==> config.mk <==
export PLATFORM = sky130hd
export DESIGN_NAME = pt_walker2
export DESIGN_NICKNAME = d
export VERILOG_FILES = /design/src/rtl/ptw_pkg.sv /design/src/rtl/ptw_entry_addr.sv /design/src/rtl/ptw_pte_eval.sv /design/src/rtl/pt_walker2.sv
export SDC_FILE = /design/constraint.sdc
export NUM_CORES = 1
export LEC_CHECK = 0
export BUFFER_PORTS_ARGS = -buffer_cell sky130_fd_sc_hd__buf_2
export CAP_MARGIN = 5
export CORE_AREA = 2 2 151 94
export CTS_CLUSTER_DIAMETER = 30
export CTS_CLUSTER_SIZE = 8
export DETAILED_ROUTE_END_ITERATION = 10
export DIE_AREA = 0 0 153 96
export PLACE_DENSITY = 0.91
export SYNTH_ARGS = -nofsm -noshare
export SYNTH_HDL_FRONTEND = slang
export SYNTH_HIERARCHICAL = 1
export SYNTH_SLANG_ARGS = --single-unit
==> constraint.sdc <==
create_clock -name clk -period 3.53 [get_ports clk]
set_input_delay 0.5295 -clock clk [delete_from_list [all_inputs] [get_ports clk]]
set_output_delay 0.5295 -clock clk [all_outputs]
set_load 0.02 [all_outputs]
==> src/rtl/ptw_pkg.sv <==
`timescale 1ns/1ps
package ptw_pkg;
  typedef enum logic [1:0] {
    ACC_FETCH = 2'd0,
    ACC_LOAD  = 2'd1,
    ACC_STORE = 2'd2
  } acc_kind_e;

  typedef enum logic [1:0] {
    VERD_NEXT   = 2'd0,
    VERD_LEAF   = 2'd1,
    VERD_PFAULT = 2'd2
  } verdict_e;

  localparam int BIT_V = 0;
  localparam int BIT_R = 1;
  localparam int BIT_W = 2;
  localparam int BIT_X = 3;
  localparam int BIT_A = 6;
  localparam int BIT_D = 7;
  localparam int PPN_LSB = 10;

  function automatic logic [3:0] page_fault_code(acc_kind_e k);
    case (k)
      ACC_FETCH: return 4'd12;
      ACC_STORE: return 4'd15;
      default:   return 4'd13;
    endcase
  endfunction

  function automatic logic [3:0] access_fault_code(acc_kind_e k);
    case (k)
      ACC_FETCH: return 4'd1;
      ACC_STORE: return 4'd7;
      default:   return 4'd5;
    endcase
  endfunction
endpackage

==> src/rtl/ptw_entry_addr.sv <==
`timescale 1ns/1ps
module ptw_entry_addr #(
  parameter int PPNW      = 22,
  parameter int VPNW      = 10,
  parameter int OFFW      = 12,
  parameter int PTE_BYTES = 4,
  localparam int PAW      = PPNW + OFFW,
  localparam int SH       = $clog2(PTE_BYTES)
) (
  input  logic [PPNW-1:0] base_ppn,
  input  logic [VPNW-1:0] vpn,
  output logic [PAW-1:0]  addr
);
  // table base plus index scaled by entry size
  assign addr = {base_ppn, {OFFW{1'b0}}} + (PAW'(vpn) << SH);
endmodule

==> src/rtl/ptw_pte_eval.sv <==
`timescale 1ns/1ps
module ptw_pte_eval
  import ptw_pkg::*;
#(
  parameter int PTEW = 32,
  parameter int VPNW = 10
) (
  input  logic [PTEW-1:0] pte,
  input  acc_kind_e       kind,
  input  logic            top_level,
  output verdict_e        verdict,
  output logic            need_upd,
  output logic [PTEW-1:0] upd_pte
);
  logic is_leaf, perm_ok, misaligned;

  always_comb begin
    is_leaf    = pte[BIT_R] | pte[BIT_X];
    misaligned = top_level && (pte[PPN_LSB +: VPNW] != '0);
    case (kind)
      ACC_FETCH: perm_ok = pte[BIT_X];
      ACC_STORE: perm_ok = pte[BIT_W];
      default:   perm_ok = pte[BIT_R];
    endcase
    if (!pte[BIT_V] || (!pte[BIT_R] && pte[BIT_W]))
      verdict = VERD_PFAULT;
    else if (!is_leaf)
      verdict = top_level ? VERD_NEXT : VERD_PFAULT;
    else if (!perm_ok || misaligned)
      verdict = VERD_PFAULT;
    else
      verdict = VERD_LEAF;
    need_upd = !pte[BIT_A] || (kind == ACC_STORE && !pte[BIT_D]);
    upd_pte  = pte;
    upd_pte[BIT_A] = 1'b1;
    if (kind == ACC_STORE) upd_pte[BIT_D] = 1'b1;
  end
endmodule

==> src/rtl/pt_walker2.sv <==
`timescale 1ns/1ps
module pt_walker2
  import ptw_pkg::*;
#(
  parameter int VPNW      = 10,
  parameter int OFFW      = 12,
  parameter int PPNW      = 22,
  parameter int PTE_BYTES = 4,
  localparam int PAW      = PPNW + OFFW,
  localparam int VAW      = 2 * VPNW + OFFW,
  localparam int PTEW     = PPNW + PPN_LSB
) (
  input  logic            clk,
  input  logic            rst,
  input  logic            req_valid,
  output logic            req_ready,
  input  logic [VAW-1:0]  req_vaddr,
  input  logic [1:0]      req_kind,
  input  logic [PPNW-1:0] root_ppn,
  output logic            mem_req_valid,
  input  logic            mem_req_ready,
  output logic            mem_req_write,
  output logic [PAW-1:0]  mem_req_addr,
  output logic [PTEW-1:0] mem_req_wdata,
  output logic            mem_lock,
  input  logic            mem_rsp_valid,
  input  logic [PTEW-1:0] mem_rsp_data,
  input  logic            mem_rsp_fault,
  output logic            done_valid,
  output logic            done_fault,
  output logic [3:0]      done_exc,
  output logic [PAW-1:0]  done_paddr
);
  localparam int HIW = PPNW - VPNW;

  typedef enum logic [2:0] {S_IDLE, S_RD_REQ, S_RD_WAIT, S_WR_REQ, S_WR_WAIT} st_e;

  st_e             state;
  logic [VAW-1:0]  vaddr_q;
  acc_kind_e       kind_q;
  logic            top_q;
  logic [PPNW-1:0] base_q;
  logic [PTEW-1:0] wdata_q;
  logic [PAW-1:0]  pend_q;

  logic [VPNW-1:0] cur_vpn;
  logic [PAW-1:0]  ent_addr;
  verdict_e        verdict;
  logic            need_upd;
  logic [PTEW-1:0] upd_pte;
  logic [PPNW-1:0] rsp_ppn;
  logic [PAW-1:0]  leaf_paddr;

  assign cur_vpn = top_q ? vaddr_q[OFFW+VPNW +: VPNW] : vaddr_q[OFFW +: VPNW];
  assign rsp_ppn = mem_rsp_data[PPN_LSB +: PPNW];

  ptw_entry_addr #(.PPNW(PPNW), .VPNW(VPNW), .OFFW(OFFW), .PTE_BYTES(PTE_BYTES)) addr_i (
    .base_ppn(base_q), .vpn(cur_vpn), .addr(ent_addr)
  );

  ptw_pte_eval #(.PTEW(PTEW), .VPNW(VPNW)) eval_i (
    .pte(mem_rsp_data), .kind(kind_q), .top_level(top_q),
    .verdict(verdict), .need_upd(need_upd), .upd_pte(upd_pte)
  );

  // superpage keeps the lower page number from the virtual address
  always_comb begin
    if (top_q) leaf_paddr = {rsp_ppn[VPNW +: HIW], vaddr_q[0 +: VPNW+OFFW]};
    else       leaf_paddr = {rsp_ppn, vaddr_q[0 +: OFFW]};
  end

  assign req_ready     = (state == S_IDLE);
  assign mem_req_valid = (state == S_RD_REQ) || (state == S_WR_REQ);
  assign mem_req_write = (state == S_WR_REQ);
  assign mem_req_addr  = ent_addr;
  assign mem_req_wdata = wdata_q;
  assign mem_lock      = (state != S_IDLE);

  always_ff @(posedge clk) begin
    if (rst) begin
      state      <= S_IDLE;
      vaddr_q    <= '0;
      kind_q     <= ACC_LOAD;
      top_q      <= 1'b1;
      base_q     <= '0;
      wdata_q    <= '0;
      pend_q     <= '0;
      done_valid <= 1'b0;
      done_fault <= 1'b0;
      done_exc   <= '0;
      done_paddr <= '0;
    end else begin
      done_valid <= 1'b0;
      case (state)
        S_IDLE: if (req_valid) begin
          vaddr_q <= req_vaddr;
          kind_q  <= acc_kind_e'(req_kind);
          base_q  <= root_ppn;
          top_q   <= 1'b1;
          state   <= S_RD_REQ;
        end
        S_RD_REQ: if (mem_req_ready) state <= S_RD_WAIT;
        S_RD_WAIT: if (mem_rsp_valid) begin
          if (mem_rsp_fault) begin
            state <= S_IDLE; done_valid <= 1'b1; done_fault <= 1'b1;
            done_exc <= access_fault_code(kind_q); done_paddr <= '0;
          end else begin
            case (verdict)
              VERD_NEXT: begin
                base_q <= rsp_ppn;
                top_q  <= 1'b0;
                state  <= S_RD_REQ;
              end
              VERD_LEAF: begin
                pend_q <= leaf_paddr;
                if (need_upd) begin
                  wdata_q <= upd_pte;
                  state   <= S_WR_REQ;
                end else begin
                  state <= S_IDLE; done_valid <= 1'b1; done_fault <= 1'b0;
                  done_exc <= '0; done_paddr <= leaf_paddr;
                end
              end
              default: begin
                state <= S_IDLE; done_valid <= 1'b1; done_fault <= 1'b1;
                done_exc <= page_fault_code(kind_q); done_paddr <= '0;
              end
            endcase
          end
        end
        S_WR_REQ: if (mem_req_ready) state <= S_WR_WAIT;
        S_WR_WAIT: if (mem_rsp_valid) begin
          state      <= S_IDLE;
          done_valid <= 1'b1;
          done_fault <= mem_rsp_fault;
          done_exc   <= mem_rsp_fault ? access_fault_code(kind_q) : 4'd0;
          done_paddr <= mem_rsp_fault ? '0 : pend_q;
        end
        default: state <= S_IDLE;
      endcase
    end
  end
endmodule

==> impl_results.md, run 1 <==
- Die Area: 14700 um2
- Pleak: 3.60 nW
- Area contributors post-synth: dfxtp_1 (44%), nand2_1 (9.5%), a21oi_1 (9.4%), buf_4 (6.8%), mux2i_1 (4.0%)
- Yosys top cell area share: 44.4%
- Total global-route track usage: 27.4%
- Pint: 0.00366 W
- Peak VDD IR: 0.327 mV
- IO Count: 204
- Cell Count, Final, Fillers Out: 1165
- Die height: 96 um
- Inst Count DP: 1133
- Router iterations before antenna repair: 5
- H-tree levels: 4
- Register area share after synthesis: 44.4%
- Port bufs: 201
- Crit Path Class: flip-flop to flip-flop
- Met3 GRT Util: 5.40%
- Horiz. Die Dim: 153 um
- Gpl congestion: 0.859
- CP Data Required Time: 3870 ps
- Initial antenna violation count: 0
- CP Launch Type: flip-flop
- Most frequent cells in the layout: buf_2 (200), nand2_1 (189), dfxtp_1 (166), a21oi_1 (141), o31ai_1 (37)
- Vias in the first global route: 6132
- Commonest non-fill, non-tap cell in the layout: buf_2
- CP arrival: 3070 ps
- Max-slew headroom: 18.5%
- Area leader, netlist: dfxtp_1
- Post-cts resize count: 0
- Mapped Area: 7480 um2
- Largest net degree at the start of global routing: 72
- Period utilization: 77.4%
- Fin. Hold Viols: 0
- Share of layout cells above drive strength 1: 29.4%
- Routed wire length: 20200 um
- Clk root buf: clkbuf_16
- Area Growth Syn to Fin: 15.3%
- Max-cap violations: 0
- Vias: 6558
- GRT busiest layer: met2
- #FFs+latches synth: 166
- Clock skew: 12.4 ps
- Logic pwr share: 24.4%
- Clk buf depth: 2
- Setup Buffers After CTS: 0
- Routed len/inst: 17.3 um
- Hold Buf Count CTS: 0
- GR Layer Usage met1: 37.5%
- Reg2reg start: kind_q[1]
- Crit path from: kind_q[1]
- Peak Freq: 366 MHz
- Synth Area per Inst: 8.52 um2
- Starting Density: 56.1%
- Status: complete, no violations
- Clk sinks: 166
- Layout Nets: 1071
- RSZ-0062 raised after global routing: no
- Register share of total power: 41.4%
- CP Max Fanout: 22
- Sw Share: 34.0%
- Antenna viol nets, final: 0
- Power density over the cells: 644 nW/um2
- Drt initial violations: 554
- Yosys warning count: 6
- Clock share of power: 34.2%
- Grt met2 use: 45.0%
- Ant diodes: 0
- Post-DP HPWL: 13900 um
- Later-pin clock latency in the skew report: 430 ps
- Final core occ: 64.7%
- Distinct cells, synth: 51
- Num rows: 33
- CTS tree: yes
- DR vias/cell: 5.63
- Critical path endpoint category: flip-flop
- Core area: 13300 um2
- Congestion Overflow GR: 0
- Clk slew on worst S/H paths: 60 ps
- Worst Tran Pin Value: 1220 ps
- Crit path time final: 2730 ps
- Post-Syn Instances: 878
- Setup violators final: 0
- Sw power: 0.00189 W
- CTS buffer count: 17
- DRC: 0
- Min-delay src: req_kind[0]
- Final Max Slew Viols: 0
- Setup TNS Final: 0 ps
- Min-Delay Path Class: input pin to flip-flop
- First-pass GRT wire length: 31900 um
-- power groups by stage --
stage / registers, W / logic, W / clock network (W)
after floorplan: 0.00235 / 0.00104 / 0
after global placement: 0.00232 / 0.00132 / 0
after detailed placement: 0.00233 / 0.00135 / 0
after CTS: 0.00229 / 0.00135 / 0.00192
after global routing: 0.00232 / 0.00147 / 0.00200
final: 0.00230 / 0.00135 / 0.00190
-- through the flow --
stage                     area [um2]  hold WS, ps  setup WS [ps]  power [W]
after detailed placement        8030          440            484    0.00368
after global placement          8030          436            546    0.00365
after global routing            8630          340            559    0.00580
final                           8630          342            798    0.00555
after CTS                       8630          325            856    0.00557
after floorplan                 7490          433           1130    0.00339
-- cell usage after synthesis, drive strengths merged --
library cell and n:
nand3 7, o21a 1, mux2 14, a22oi 27, nor4b 2, o21ai 5
nand4bb 1, nand2b 1, mux2i 30, o221ai 1, and4b 1, a211oi 31
clkbuf 37, or3 1, and3 1, nand3b 1, o21bai 1, inv 6
o31ai 37, a21boi 1, or2b 1, nor3b 11, o32ai 1, and4bb 1
nor3 5, nand2 190, dfxtp 166, o311ai 1, o41ai 2, or4b 2
o2bb2ai 1, nor2 36, a2bb2oi 1, nor2b 5, a21oi 141, and2 2
buf 100, a31oi 1, nor4 2, o31a 1, conb 2
-- layer usage --
layer  part of all wire (%)  vias up
li1                       -     3186
met1                     46     3104
met2                     46      252
met3                    7.4       16
met4                    1.0        0
met5                      0        -
-- critical path: stages (launching register included) --
cell     delay [ps]
dfxtp_1         410
or2b_1          260
o21ai_0         430
nor2b_1         150
o31ai_1         530
nand2_2         350
buf_4           330
a21oi_1         170
-- state kept, by name, summed over array words and instances, names as in the netlist --
signal         cells
mem_req_wdata     32
base_q            22
top_q              1
done_valid         1
done_exc           4
done_paddr        34
done_fault         1
kind_q             2
vaddr_q           32
pend_q            34
state              3
-- cell families after synthesis --
| group | share of synthesized area (%) |
|---|---|
| simple gates | 15.7 |
| compound gates | 22.2 |
| flops | 44.4 |
| buf+inv | 11.4 |
| mux | 6.17 |
| other cells | 0.100 |
-- layout make-up --
type / instances / area [um2]
fill: 1134 / 4710
multi-input combinational: 570 / 3330
sequential: 166 / 3320
timing repair buffer: 216 / 1130
clock buffer: 18 / 439
tap: 175 / 219
clock inverter: 14 / 161
inverter: 6 / 22.5
-- path summary, 6_finish.rpt --
path              slack, ps               end  depth (start not counted)
setup / recovery        800    done_paddr[11]                          7
hold / removal          340         kind_q[0]                          3
setup reg to reg        800    done_paddr[11]                          7
hold reg to reg         450  mem_req_wdata[8]                          2
Note: power is estimated with default switching activity, not from simulation.
==> inputs of run 2 (changes only) <==
Settings changed: ABC_AREA from default to 1, CORE_AREA 2 2 151 94 to 2 2 156 97, DIE_AREA 0 0 153 96 to 0 0 158 99, PLACE_DENSITY 0.91 to 0.86.
Clock period 3.53 ns to 2.6 ns, I/O delays scaled along.
==> impl_results.md, run 2 <==
- Die Area: 15600 um2 (was 14700 um2)
- #FFs+latches synth: 166 (unchanged)
- CTS buffer count: 17 (unchanged)
- Status: complete, no violations (unchanged)
- Initial antenna violation count: 0 (unchanged)
- CTS tree: yes (unchanged)
- Area leader, netlist: dfxtp_1 (unchanged)
- RSZ-0062 raised after global routing: no (unchanged)
- Post-synth EDFFs: 0 (unchanged)
- Area contributors post-synth: dfxtp_1 (45%), o21ai_0 (11%), nand2_1 (9.2%), nor2_1 (8.9%), buf_4 (7.0%) (was dfxtp_1 (44%), nand2_1 (9.5%), a21oi_1 (9.4%), buf_4 (6.8%), mux2i_1 (4.0%))
- Final core occ: 60.9% (was 64.7%)
- Post-DP HPWL: 14300 um (was 13900 um)
- Post-route design area: 8660 um2 (was 8630 um2)
- Ant diodes: 0 (unchanged)
- Pleak: 4.14 nW (was 3.60 nW)
- Min-Delay Path Class: input pin to flip-flop (unchanged)
- Most common cell in the netlist: nand2_1 (unchanged)
- # fillers: 1332 (was 1134)
- Worst Hold Path Cells: 3 (unchanged)
- Mapped Area: 7400 um2 (was 7480 um2)
- Period utilization: 88.6% (was 77.4%)
- Top FF cell, synth: dfxtp_1 (unchanged)
- Layout Nets: 1253 (was 1071)
- Vias: 7152 (was 6558)
- Horiz. Die Dim: 158 um (was 153 um)
- Setup Buffers After CTS: 0 (unchanged)
- Yosys top cell area share: 44.9% (was 44.4%)
- Area occupied by multi-input gates: 3080 um2 (was 3330 um2)
- Share of layout cells above drive strength 1: 23.1% (was 29.4%)
- Die height: 99 um (was 96 um)
- Drt initial violations: 544 (was 554)
- Clk buf depth: 2 (unchanged)
- Vias in the first global route: 6598 (was 6132)
- Router iterations before antenna repair: 5 (unchanged)
- CP arrival: 2610 ps (was 3070 ps)
- Port bufs: 201 (unchanged)
- Crit path time final: 2300 ps (was 2730 ps)
- Crit Path Class: flip-flop to flip-flop (unchanged)
- Post-Syn Instances: 1051 (was 878)
- First-pass GRT wire length: 32700 um (was 31900 um)
- Antenna viol nets, final: 0 (unchanged)
- Yosys warning count: 6 (unchanged)
- Clk root buf: clkbuf_16 (unchanged)
- Largest net degree at the start of global routing: 67 (was 72)
- Commonest non-fill, non-tap cell in the layout: buf_2 (unchanged)
- Peak VDD IR: 0.393 mV (was 0.327 mV)
- IO Count: 204 (unchanged)
- Area Growth Syn to Fin: 17.1% (was 15.3%)
- Max-cap violations: 0 (unchanged)
- Num rows: 34 (was 33)
- Register area share after synthesis: 44.9% (was 44.4%)
- Later-pin clock latency in the skew report: 420 ps (was 430 ps)
- Post-DP Area: 8060 um2 (was 8030 um2)
- Routed wire length: 20700 um (was 20200 um)
- Routed len/inst: 15.1 um (was 17.3 um)
- Critical path endpoint category: flip-flop (unchanged)
- Total global-route track usage: 26.2% (was 27.4%)
- Clk sinks: 166 (unchanged)
- Most frequent cells in the layout: buf_2 (201), nand2_1 (182), nor2_1 (175), dfxtp_1 (166), o21ai_0 (164) (was buf_2 (200), nand2_1 (189), dfxtp_1 (166), a21oi_1 (141), o31ai_1 (37))
- CP Launch Type: flip-flop (unchanged)
- Setup TNS Final: 0 ps (unchanged)
- Congestion Overflow GR: 0 (unchanged)
- Synth top cells by count: nand2_1 (182), nor2_1 (175), dfxtp_1 (166) (was nand2_1 (189), dfxtp_1 (166), a21oi_1 (141))
- Final Max Slew Viols: 0 (unchanged)
- Biggest regs: done_paddr (34), pend_q (34) (unchanged)
- Hold Buf Count CTS: 0 (unchanged)
- Setup violators final: 0 (unchanged)
- Synth Area per Inst: 7.04 um2 (was 8.52 um2)
- Distinct cells, synth: 23 (was 51)
- Worst Reg2Reg Path Length in Cells: 11 (was 7)
- Gpl congestion: 0.894 (was 0.859)
- Starting Density: 52.1% (was 56.1%)
- Post-cts resize count: 0 (unchanged)
- H-tree levels: 4 (unchanged)
- Power Total: 0.00822 W (was 0.00555 W)
- DRC: 0 (unchanged)
- Peak Freq: 434 MHz (was 366 MHz)
- Fin. Hold Viols: 0 (unchanged)
- DR vias/cell: 5.22 (was 5.63)
- FF+latch area: 3320 um2 (unchanged)
- CP Data Required Time: 2900 ps (was 3870 ps)
- CP Max Fanout: 18 (was 22)
- Clk slew on worst S/H paths: 70 ps (was 60 ps)
- Core area: 14200 um2 (was 13300 um2)
- Clock skew: 8.62 ps (was 12.4 ps)
- Fraction of registers with async set/reset: 0% (unchanged)
- Power density over the cells: 950 nW/um2 (was 644 nW/um2)
## run 2: cell types whose count changed in the layout (fill, tap and decap cells not counted), moves of 13 or more
| cell | change |
|---|---|
| inv_1 | +44 |
| mux2_2 | -13 |
| nor2_1 | +139 |
| o21ai_0 | +159 |
| o21ai_1 | +20 |
| a211oi_2 | -18 |
| a22oi_1 | -27 |
| mux2i_1 | -30 |
| nand3_1 | +39 |
| o31ai_1 | -37 |
| a21oi_1 | -51 |
| a211oi_1 | -13 |
## run 2: worst paths after layout
| path | startpoint | to | slack, ps |
|---|---|---|---|
| max | top_q | done_paddr[16] | 300 |
| min reg2reg | mem_req_wdata[16] | mem_req_wdata[16] | 460 |
| max reg2reg | top_q | done_paddr[16] | 300 |
| min | req_vaddr[27] | vaddr_q[27] | 190 |
## run 2: where the power goes
group / switching, W / internal [W] / leakage, nW
clock network: 0.00108 / 0.00152 / 0.284
registers: 0.000220 / 0.00299 / 1.35
logic: 0.00169 / 0.000720 / 2.50
total: 0.00299 / 0.00524 / 4.14
## run 2: worst max-delay path, cell delays in order (launching register included)
cell and delay (ps):
dfxtp_1 600, inv_1 80, o21bai_1 180, a21oi_1 200
inv_1 60, nand2_1 280, nor2_2 100, nand2_1 110
buf_4 250, o21ai_0 130, nor2_1 140, nor2_1 60
## run 2: kinds of logic (layout without fill, tap and decap cells)
family	Yosys count	count (layout)	share of synthesized area, %
flops	166	166	44.9
buf+inv	192	311	13.7
other cells	2	3	0.102
simple gates	414	414	22.4
compound gates	277	277	18.9
## run 2: metal layers
layer  GRT usage (%)  vias to the layer above  part of all wire, %
met2            40.8                      327                   44
met1            36.4                     3270                   46
met3            6.73                       25                  9.2
met4            6.72                        0                  1.4
li1                -                     3530                    -
met5               0                        -                    0
## run 2: area by class of cell
| cell class | instances | area share, % |
|---|---|---|
| Clock buffer | 18 | 4.96 |
| Clock inverter | 13 | 1.97 |
| Inverter | 60 | 2.62 |
| Multi-Input combinational cell | 694 | 35.5 |
| Sequential cell | 166 | 38.4 |
| Tap cell | 198 | 2.86 |
| Timing Repair Buffer | 220 | 13.7 |
## run 2: through the flow
| stage | instances | setup WS (ps) | hold slack [ps] |
|---|---|---|---|
| after floorplan | 1052 | 740 | 444 |
| after global placement | 1338 | 350 | 445 |
| after detailed placement | 1338 | 292 | 450 |
| after CTS | 1369 | 399 | 185 |
| after global routing | 1369 | 151 | 194 |
| final | 1369 | 295 | 194 |
==> inputs of run 3 (changes only) <==
Settings changed: MAX_ROUTING_LAYER from default to met4.
==> impl_results.md, run 3 (synthesis results as in run 2) <==
- Min-delay src: req_vaddr[27] (unchanged)
- Commonest non-fill, non-tap cell in the layout: buf_2 (unchanged)
- Routed len/inst: 15.2 um (was 15.1 um)
- Share of layout cells above drive strength 1: 23.1% (unchanged)
- CTS tree: yes (unchanged)
- Cell Count, Final, Fillers Out: 1369 (unchanged)
- Clk buf depth: 2 (unchanged)
- CP Data Required Time: 2910 ps (was 2900 ps)
- CP arrival: 2600 ps (was 2610 ps)
- Routed wire length: 20800 um (was 20700 um)
- Drt initial violations: 592 (was 544)
- Pleak: 4.14 nW (unchanged)
- Max-slew headroom: 66.3%
- Clk sinks: 166 (unchanged)
- Final worst slack: 305 ps (was 295 ps)
- H-tree levels: 4 (unchanged)
- Crit Path Class: flip-flop to flip-flop (unchanged)
- Starting Density: 52.1% (unchanged)
- Min-Delay Path Class: input pin to flip-flop (unchanged)
- Num rows: 34 (unchanged)
- CTS buffer count: 17 (unchanged)
- Most frequent cells in the layout: buf_2 (201), nand2_1 (182), nor2_1 (175), dfxtp_1 (166), o21ai_0 (164) (unchanged)
- Area Growth Syn to Fin: 17.1% (unchanged)
- Pre-CTS setup slack: 292 ps (unchanged)
- Total global-route track usage: 27.0% (was 26.2%)
- Congestion Overflow GR: 0 (unchanged)
- Crit-path slowest cell: dfxtp_1 (unchanged)
- Die Area: 15600 um2 (unchanged)
- Worst Tran Pin Value: 504 ps
- Worst Reg2Reg Path Length in Cells: 11 (unchanged)
- Horiz. Die Dim: 158 um (unchanged)
- Clk root buf: clkbuf_16 (unchanged)
- Worst Hold Path Cells: 3 (unchanged)
- Ant diodes: 0 (unchanged)
- Status: complete, no violations (unchanged)
- Final core occ: 60.9% (unchanged)
- Crit path time final: 2290 ps (was 2300 ps)
- Setup Buffers After CTS: 0 (unchanged)
- Router iterations before antenna repair: 5 (unchanged)
- Period utilization: 88.3% (was 88.6%)
- Port bufs: 201 (unchanged)
- DR vias/cell: 5.27 (was 5.22)
- IO Count: 204 (unchanged)
- DRC: 0 (unchanged)
- Layout Nets: 1253 (unchanged)
- Setup violators final: 0 (unchanged)
- RSZ-0062 raised after global routing: no (unchanged)
- CP Max Fanout: 18 (unchanged)
- Core area: 14200 um2 (unchanged)
- Peak Freq: 436 MHz (was 434 MHz)
- Setup TNS Final: 0 ps (unchanged)
- First-pass GRT wire length: 32700 um (about the same)
- Antenna viol nets, final: 0 (unchanged)
- Max-cap violations: 0 (unchanged)
- Hold Buf Count CTS: 0 (unchanged)
- Post-DP HPWL: 14300 um (unchanged)
- R2R setup slack: 310 ps (was 300 ps)
- Later-pin clock latency in the skew report: 420 ps (about the same)
- Clock skew: 9.07 ps (was 8.62 ps)
- Final Max Slew Viols: 0 (unchanged)
- Initial antenna violation count: 0 (unchanged)
- Largest net degree at the start of global routing: 67 (unchanged)
- Clk slew on worst S/H paths: 70 ps (about the same)
- Power Total: 0.00823 W (was 0.00822 W)
- Crit path largest cell delay: 600 ps (about the same)
- Vias: 7220 (was 7152)
- Gpl congestion: 0.909 (was 0.894)
- Critical path endpoint category: flip-flop (unchanged)
- # fillers: 1332 (unchanged)
- Reg-to-reg endpoint: done_paddr[16] (unchanged)
- Peak VDD IR: 0.393 mV (about the same)
- Post-cts resize count: 0 (unchanged)
- Fin. Hold Viols: 0 (unchanged)
- Hold Crit Endpoint: vaddr_q[27] (unchanged)
- Die height: 99 um (unchanged)
- Reg2reg start: top_q (unchanged)
- Crit path from: top_q (unchanged)
- CP Launch Type: flip-flop (unchanged)
- Critical-path cell list: inv_1 -> o21bai_1 -> a21oi_1 -> inv_1 -> nand2_1 -> nor2_2 -> nand2_1 -> buf_4 -> o21ai_0 -> nor2_1 -> nor2_1 (unchanged)
- Vias in the first global route: 6594 (was 6598)
- Power density over the cells: 951 nW/um2 (was 950 nW/um2)
- Inst Count DP: 1338 (unchanged)
- Biggest regs: done_paddr (34), pend_q (34) (unchanged)
[run 3: cell counts in the layout (fill, tap and decap cells not counted)]
Identical to the previous run, type by type.
[run 3: layout make-up]
class / count / area [um2] / share of cell area, %
Clock buffer: 18 / 429 / 4.96
Multi-Input combinational cell: 694 / 3080 / 35.5
Inverter: 60 / 226 / 2.62
Tap cell: 198 / 248 / 2.86
Timing Repair Buffer: 220 / 1190 / 13.7
Clock inverter: 13 / 170 / 1.97
Sequential cell: 166 / 3320 / 38.4
[run 3: worst max path at each step]
| stage | to | depth (start not counted) |
|---|---|---|
| 2_1_floorplan | pend_q[16] | 11 |
| 3_3_place_gp | mem_req_wdata[13] | 10 |
| 3_5_place_dp | mem_req_wdata[29] | 10 |
| 4_1_cts | done_paddr[16] | 11 |
| 5_1_grt | done_paddr[21] | 12 |
| 6_report | done_paddr[16] | 11 |
[run 3: worst max-delay path, delay by kind of cell, from the launching register on]
kind	cells	cell delay, ps
and+or+nand+nor	5	690
buffers and inverters	3	370
DFF	1	600
AOI/OAI and AO/OA	3	510
[run 3: metrics by stage]
stage,hold slack [ps],area [um2]
after floorplan,444,7400
final,194,8660
after global placement,445,8060
after detailed placement,450,8060
after global routing,196,8660
after CTS,185,8660
[run 3: where the power goes]
part | leakage [nW] | internal [W] | switching [W] | total [W]
clock | 0.284 | 0.00152 | 0.00108 | 0.00261
sequential | 1.35 | 0.00299 | 0.000220 | 0.00321
combinational | 2.50 | 0.000720 | 0.00169 | 0.00241
[run 3: layer usage]
metal  track usage (%)  vias to the layer above  wire length, um
met5                 -                        -                0
met4              6.72                        0              289
met3              6.38                       31             2210
met2              40.5                      373             8990
met1              36.8                     3285             9270
li1                  -                     3531                -
